$ cat config.mk
export PLATFORM = sky130hd
export DESIGN_NAME = carrier_nco
export DESIGN_NICKNAME = d
export VERILOG_FILES = /design/src/rtl/carrier_nco.sv
export SDC_FILE = /design/constraint.sdc
export NUM_CORES = 1
export LEC_CHECK = 0
export ABC_CLOCK_PERIOD_IN_PS = 5500
export BUFFER_PORTS_ARGS = -buffer_cell sky130_fd_sc_hd__buf_2
export CAP_MARGIN = 20
export CORE_ASPECT_RATIO = 1.4
export CORE_UTILIZATION = 35
export CTS_CLUSTER_SIZE = 20
export DETAILED_ROUTE_END_ITERATION = 10
export PLACE_DENSITY_LB_ADDON = 0.2
export SLEW_MARGIN = 10
export SYNTH_ARGS = -nofsm -noshare
export SYNTH_HDL_FRONTEND = slang
export SYNTH_SLANG_ARGS = --single-unit
$ cat constraint.sdc
create_clock -name clk -period 5.5 [get_ports clk]
set_input_delay 0.275 -clock clk [delete_from_list [all_inputs] [get_ports clk]]
set_output_delay 0.275 -clock clk [all_outputs]
set_load 0.01 [all_outputs]
$ cat src/rtl/carrier_nco.sv
module carrier_nco #(
  parameter int PHASE_W   = 18,
  parameter int DIV_RATIO = 62
) (
  input  logic               clk,
  input  logic               rst_n,
  input  logic               freq_wr,
  input  logic [PHASE_W-1:0] freq_word,
  input  logic               clr_req,
  input  logic               clr_allow,
  output logic               upd_tick,
  output logic [1:0]         sin_lvl,
  output logic [1:0]         cos_lvl
);
  localparam int CNT_W = (DIV_RATIO > 1) ? $clog2(DIV_RATIO) : 1;

  logic [CNT_W-1:0]   div_cnt;
  logic [PHASE_W-1:0] freq_q;
  logic [PHASE_W-1:0] phase_acc;
  logic               clr_pend;
  logic               clr_hit;
  logic [2:0]         sector;

  assign upd_tick = (div_cnt == CNT_W'(DIV_RATIO - 1));
  assign clr_hit  = clr_pend | (clr_req & clr_allow);
  assign sector   = phase_acc[PHASE_W-1 -: 3];

  always_ff @(posedge clk) begin
    if (!rst_n) begin
      div_cnt   <= '0;
      freq_q    <= '0;
      phase_acc <= '0;
      clr_pend  <= 1'b0;
    end else begin
      div_cnt <= upd_tick ? '0 : div_cnt + 1'b1;
      if (freq_wr) freq_q <= freq_word;
      if (upd_tick) begin
        phase_acc <= clr_hit ? '0 : phase_acc + freq_q;
        clr_pend  <= 1'b0;
      end else if (clr_req && clr_allow) begin
        clr_pend <= 1'b1;
      end
    end
  end

  function automatic logic [1:0] level(input logic [2:0] k);
    if (k[1:0] == 2'd0) return 2'b00;
    return k[2] ? 2'b11 : 2'b01;
  endfunction

  assign sin_lvl = level(sector);
  assign cos_lvl = level(3'(sector + 3'd2));

  logic [CNT_W:0] gap_cnt;
  always_ff @(posedge clk) begin
    if (!rst_n) gap_cnt <= '0;
    else        gap_cnt <= upd_tick ? '0 : gap_cnt + 1'b1;
  end

  assert_reset_state_R1: assert property (@(posedge clk)
    $rose(rst_n) |-> (phase_acc == '0 && sin_lvl == 2'b00 && cos_lvl == 2'b01));

  assert_tick_width_R2: assert property (@(posedge clk) disable iff (!rst_n)
    (DIV_RATIO > 1 && upd_tick) |=> !upd_tick);

  assert_tick_period_R2: assert property (@(posedge clk) disable iff (!rst_n)
    upd_tick |-> (gap_cnt == (CNT_W+1)'(DIV_RATIO - 1)));

  assert_acc_step_R3: assert property (@(posedge clk) disable iff (!rst_n)
    (upd_tick && !clr_pend && !(clr_req && clr_allow)) |=>
      (phase_acc == PHASE_W'($past(phase_acc) + $past(freq_q))));

  assert_acc_hold_R4: assert property (@(posedge clk) disable iff (!rst_n)
    !upd_tick |=> $stable(phase_acc));

  assert_clear_R6: assert property (@(posedge clk) disable iff (!rst_n)
    (upd_tick && clr_pend) |=> (phase_acc == '0));

  assert_no_clear_R7: assert property (@(posedge clk) disable iff (!rst_n)
    (!clr_allow && !clr_pend) |=> !clr_pend);

  assert_quadrature_R8: assert property (@(posedge clk) disable iff (!rst_n)
    !(sin_lvl == 2'b00 && cos_lvl == 2'b00));

  assert_level_code_R9: assert property (@(posedge clk) disable iff (!rst_n)
    (sin_lvl != 2'b10 && cos_lvl != 2'b10));
endmodule

==> impl_metrics.yaml, run 1 <==
placed_design:
  hpwl_mm: 3.551
  gp_congestion: 0.7838
  dpl_cell_area_um2: 2626
  portBuffers: 27
worst_setup_path:
  cp-end-kind: "flip-flop"
  worstPathRequired_ns: 5.66
  critPathKind: "flip-flop to flip-flop"
  crit_path_end: "phase_acc[16]"
  startpoint_type: "flip-flop"
  r2r_cells: 10
  startpoint: "freq_q[0]"
  critPathMaxFanout: 2
  rrSetupSlack_ns: 3.19
  arrival_ns: 2.47
  r2r-start: "freq_q[0]"
  r2r_end: "phase_acc[16]"
synth:
  synthArstFlopShare_pct: 0
  synth_cells: 273
  syn_area_um2: 2417
  yosys_warnings: 0
  synth_area_leaders: "dfxtp_1 36%, ha_1 9.8%, mux2i_1 7.9%"
  yosysSeqAreaShare_pct: 35.61
  synth_area_per_cell_um2: 8.855
  yosysTopAreaCellShare_pct: 35.61
  syn_nets: 316
  ys_seq_elements: 43
  ys_types: 47
  synthFlopType: "dfxtp_1"
  synth_edf_count: 0
  yosys.area.top_type: "dfxtp_1"
floorplanning:
  ioPinCount: 28
  die_area_um2: 7247
  fp.dieH_um: 100.3
  start_util_pct: 36.56
  num_rows: 35
  core_um2: 6613
  fp.dieW_um: 72.24
global_routing:
  overflow: 0
  grt_max_degree: 23
  antenna_found_initial: 0
  track_usage_pct: 14.96
  grt_pass1_wl_mm: 8.535
  first_global_vias: 1866
cells_and_area:
  regArea_um2: 860.8
  multi_input_area_um2: 1478
  fin_nets: 341
  drive_gt1_share_pct: 14.05
  antenna_cells: 0
  fillers: 694
  area_delta_synth_final_pct: 12.78
  fin_util_pct: 41.23
  fin_area_um2: 2726
sta:
  relSlewSlack_pct: 58.62
  hold_violations: 0
  setup_viol_count_final: 0
  fin_crit_sh_pct: 42.07
  max_freq_ghz: 0.4322
  tns_ns: 0
  fin_hold_ws_ns: 0.2361
  worstMarginPinSlew_ns: 0.6190
  finClkSkew_ns: 0.003471
  finalCriticalPeriod_ns: 2.314
  rsz0062_at_grt: "false"
  drv_slew: 0
clocking:
  htree_levels: 2
  clockBufferDepth: 2
  ctsResizeCount: 0
  insertion_delay_ns: 0.29
  post_cts_buffers: 0
  cts_root_buf: "clkbuf_8"
  cts_tree: "done"
  numCtsBuffers: 5
  cts_sinks: 43
  cts.clk_slew.worst_paths_ns: 0.08
  cts_hold_buf: 0
hold_path:
  hold_class: "input pin to flip-flop"
drt:
  vias_per_cell: 4.788
  ant_nets: 0
  drtIter0Drc: 67
  drcViolationCount: 0
  routed_wl_mm: 4.730
  wire_per_inst_um: 12.10
  drt_pass1_iterations: 4
  via_count: 1872
pwr:
  clockPowerShare_pct: 36.1
  seqPwrFrac_pct: 54.5
  powerDensity_nw_per_um2: 220.7
  swShare_pct: 23.12
  peakVddDrop_uv: 99.15
  p_switching_uw: 139.1
  p_leak_uw: 0.001210
  p_total_uw: 601.6
  internal_power_uw: 462.6
  pwr-share-comb_pct: 9.3
status:
  status: "finished, final reports clean"
flow_run:
  max_cap_viol_count: 0
-- worst max-delay path, cell delays in order, from the launching register on --
cell and delay [ns]:
dfxtp_1 0.35, ha_1 0.16, inv_1 0.05, fa_1 0.39
nor2b_1 0.17, o211ai_1 0.12, a2111oi_0 0.37, nand3b_1 0.21
o31a_1 0.16, xnor2_1 0.12, o21ai_1 0.08
-- final cells by class --
cell class                      instances  area share, %
Inverter                                8          1.101
Timing Repair Buffer                   28          5.232
Sequential cell                        43          31.57
Multi-Input combinational cell        212          54.20
Clock buffer                            8          3.671
Tap cell                               92          4.222
-- metal layers --
layer | routed length (um) | up-vias | share of wire (%) | GRT usage (%)
met3 | 115 | 6 | 2.4 | 2.410
met5 | 0 | - | 0 | 0
met1 | 2210 | 841 | 47 | 18.56
met4 | 70 | 0 | 1.5 | 5.882
li1 | - | 1002 | - | -
met2 | 2333 | 23 | 49 | 25.52
-- stage by stage --
step | setup WS (ns) | instances
global route | 2.771 | 391
floorplan | 3.457 | 273
global placement | 3.270 | 383
CTS | 3.167 | 391
detailed placement | 3.197 | 383
finish | 3.186 | 391
-- sequential cells by signal, indices dropped and copies added, names as in the netlist --
signal	flops
freq_q	18
phase_acc	18
div_cnt	6
clr_pend	1
-- cells by family (layout without fill, tap and decap cells) --
logic type,after synthesis,in the layout,share of synthesized area [%]
XOR/XNOR,17,17,6.159
buffers and inverters,18,44,3.261
AND/OR/NAND/NOR,93,93,19.26
flip-flops,43,43,35.61
multiplexers,19,19,7.867
adder cells (fa/ha/maj),20,20,10.66
AO/OA/AOI/OAI,63,63,17.19
-- synthesized netlist by cell type (all sizes together) (2+ instances only) --
cell    count
a21o        4
a211o       2
o21ai      22
nand3       8
xnor2       6
xor2       11
nand2b      3
o31ai       2
a21oi      16
ha         19
o21a        3
nor4        2
nor2b      22
nor2       17
clkbuf      6
nand2      28
buf         4
inv         8
nor3        2
dfxtp      43
mux2i      19
a22o        2
and3        4
nand4       2
-- power by group through the flow --
stage	Clock, uW	Combinational (uW)	Sequential (uW)
2_1_floorplan	0	42.5	334
3_3_place_gp	0	56.8	336
3_5_place_dp	0	57.3	336
4_1_cts	227	57.7	328
5_1_grt	236	65.0	330
6_report	217	56.2	328
-- worst min-delay path by stage --
stage | start | depth (start not counted) | endpoint | slack, ns
floorplan | phase_acc[11] | 2 | phase_acc[11] | 0.43
global placement | phase_acc[14] | 2 | phase_acc[14] | 0.44
detailed placement | phase_acc[5] | 2 | phase_acc[5] | 0.45
CTS | freq_word[17] | 3 | freq_q[17] | 0.23
global route | freq_word[10] | 3 | freq_q[10] | 0.24
finish | freq_word[17] | 3 | freq_q[17] | 0.24
-- placed cells by master (no fill, tap or decap), types with 6 or more instances in the layout --
cell type and count:
ha_1 19, nor2_1 17, clkbuf_8 7, nand3_1 8, dfxtp_1 43, a21oi_1 13
xor2_1 11, nand2_1 28, o21ai_0 17, inv_1 8, buf_2 27, xnor2_1 6
nor2b_1 22, mux2i_1 19
Note: power is estimated with default switching activity, not from simulation.
==> run 2: changes to the inputs <==
ABC_AREA = 1   (was unset)
ABC_CLOCK_PERIOD_IN_PS = 2000   (was 5500)
clock period = 2 ns   (was 5.5 ns; I/O delays follow)
==> impl_metrics.yaml, run 2 <==
status:
  status: "finished, final reports clean"
synth:
  synthArstFlopShare_pct: 0
  yosysMostFrequentCell: "nand2_1"
  ys_seq_elements: 43
  netlist_top_cells_count: "111 x nand2_1, 69 x nor2_1, 43 x dfxtp_1, 31 x inv_1, 29 x o21ai_0"
  synth_edf_count: 0
  synth_area_per_cell_um2: 6.672
  syn_nets: 416
  synth_area_leaders: "dfxtp_1 35%, nand2_1 17%, nor2_1 10%"
  yosysSeqAreaShare_pct: 34.59
  yosys_warnings: 0
  synth_cells: 373
  yosys.area.top_type: "dfxtp_1"
  synthFlopType: "dfxtp_1"
  yosysTopAreaCellShare_pct: 34.59
  ys_types: 32
  syn_area_um2: 2489
clocking:
  cts_tree: "done"
  post_cts_buffers: 0
  cts_root_buf: "clkbuf_8"
  cts.clk_slew.worst_paths_ns: 0.09
  clockBufferDepth: 2
  htree_levels: 2
  cts_sinks: 43
  numCtsBuffers: 5
  insertion_delay_ns: 0.30
hold_path:
  hold_class: "input pin to flip-flop"
sta:
  max_freq_ghz: 0.5576
  fin_crit_sh_pct: 89.66
  worstMarginPinSlew_ns: 0.2974
  fin_hold_ws_ns: 0.01334
  finClkSkew_ns: 0.007800
  drv_slew: 0
  setup_viol_count_final: 0
  relSlewSlack_pct: 80.17
  hold_violations: 0
  tns_ns: 0
  rsz0062_at_grt: "false"
  finalCriticalPeriod_ns: 1.793
cells_and_area:
  layout.cells.non_filler: 500
  final_common_cell: "nand2_1"
  reg_top3: "freq_q (18), phase_acc (18), div_cnt (6)"
  drive_gt1_share_pct: 13.33
  area_delta_synth_final_pct: 13.73
  antenna_cells: 0
  fillers: 796
  layout_common_cells: "109 x nand2_1, 69 x nor2_1, 41 x dfxtp_1"
  fin_nets: 447
pwr:
  clockPowerShare_pct: 34.1
  powerDensity_nw_per_um2: 577.2
  p_leak_uw: 0.001389
  peakVddDrop_uv: 305.8
  seqPwrFrac_pct: 55.7
  swShare_pct: 26.57
  p_switching_uw: 434.1
  internal_power_uw: 1199
  pwr-share-comb_pct: 10.2
global_routing:
  overflow: 0
  grt_pass1_wl_mm: 9.873
  antenna_found_initial: 0
  track_usage_pct: 17.20
  first_global_vias: 2295
  grt_max_degree: 20
worst_setup_path:
  startpoint_type: "flip-flop"
  max_stage_delay_ns: 0.34
  cp-end-kind: "flip-flop"
  path_cells: "ha_2 -> inv_1 -> fa_2 -> nand3b_1 -> nand2_2 -> nand2_1 -> nand2_1 -> nand2_1 -> nand2_1 -> nand2_1 -> nand3_1 -> nand2_1"
  arrival_ns: 1.99
  cp_slowest_cell: "dfxtp_2"
  critPathMaxFanout: 4
  critPathKind: "flip-flop to flip-flop"
  worstPathRequired_ns: 2.20
  crit_path_frequent_cell: "nand2_1"
drt:
  drt_pass1_iterations: 4
  routed_wl_mm: 5.702
  wire_per_inst_um: 11.40
  via_count: 2367
  drcViolationCount: 0
  drtIter0Drc: 90
  vias_per_cell: 4.734
  ant_nets: 0
floorplanning:
  ioPinCount: 28
  num_rows: 36
  die_area_um2: 7456
  start_util_pct: 35.88
  fp.dieW_um: 73.27
  core_um2: 6937
  fp.dieH_um: 101.8
placed_design:
  hpwl_mm: 4.489
  gp_congestion: 0.7998
  portBuffers: 27
  dp_cells: 492
flow_run:
  max_cap_viol_count: 0
[run 2: cell count changes after synthesis, moves of 8 or more]
| cell | before | now |
|---|---|---|
| nand2_1 | 28 | 111 |
| o21ai_0 | 17 | 29 |
| xor2_1 | 11 | 3 |
| inv_1 | 8 | 31 |
| mux2i_1 | 19 | 0 |
| nor2_1 | 17 | 69 |
| nor2b_1 | 22 | 0 |
| nand3_1 | 8 | 18 |
[run 2: critical path, delay by kind of cell (launching register included)]
family                     cells  cell delay [ns]
adders and majority gates      2             0.52
buffers and inverters          1             0.05
DFF                            1             0.34
and+or+nand+nor                9             0.79
[run 2: metal layers]
layer  vias up  wire, um  global-route usage [%]
met3        12       112                   2.687
met1      1072      2504                   18.30
met5         -         0                       0
li1       1252         -                       -
met2        31      2915                   32.62
met4         0       169                   7.541
[run 2: cell families (layout without fill, tap and decap cells)]
| group | count (synthesis) | in the layout | share of synthesized area [%] |
|---|---|---|---|
| buffers and inverters | 42 | 74 | 6.887 |
| XOR/XNOR | 4 | 4 | 1.408 |
| AO/OA/AOI/OAI | 50 | 50 | 10.46 |
| AND/OR/NAND/NOR | 214 | 214 | 36.30 |
| adder cells (fa/ha/maj) | 20 | 20 | 10.36 |
| flip-flops | 43 | 43 | 34.59 |
[run 2: final timing paths]
check	from	to	slack [ns]	cells past startpoint
hold / removal	freq_word[16]	freq_q[16]	0.01	3
setup reg to reg	phase_acc[0]	phase_acc[12]	0.21	12
setup / recovery	phase_acc[0]	phase_acc[12]	0.21	12
hold reg to reg	phase_acc[13]	phase_acc[13]	0.46	2
[run 2: power groups by stage]
stage	registers, uW	clock network, uW	logic, uW
floorplan	921	0	117
finish	910	557	166
global route	915	605	193
detailed placement	932	0	168
CTS	912	573	169
global placement	932	0	165
[run 2: cell type report]
cell class | count | area [um2] | share of cell area (%)
inverters | 35 | 131.4 | 4.642
multi-input cells | 288 | 1466 | 51.81
well taps | 95 | 118.9 | 4.200
flip-flops and latches | 43 | 863.3 | 30.50
clock inverters | 2 | 12.51 | 0.4421
clock buffers | 6 | 72.57 | 2.564
repair buffers | 31 | 165.2 | 5.836
[run 2: per-stage QoR]
| stage | total power, uW | setup WS (ns) | instance area, um2 | utilization (%) |
|---|---|---|---|---|
| 6_report | 1634 | 0.2067 | 2830 | 40.80 |
| 5_1_grt | 1713 | 0.006512 | 2830 | 40.80 |
| 4_1_cts | 1653 | 0.06827 | 2818 | 40.62 |
| 3_5_place_dp | 1099 | 0.09902 | 2733 | 39.39 |
| 3_3_place_gp | 1096 | 0.1410 | 2733 | 39.39 |
| 2_1_floorplan | 1038 | 0.2779 | 2489 | - |
[run 2: what timing repair did]
item / in CTS / in global routing
resized for setup: 0 / 6
hold buffers: 0 / 0
endpoints found under the setup margin: 0 / 4
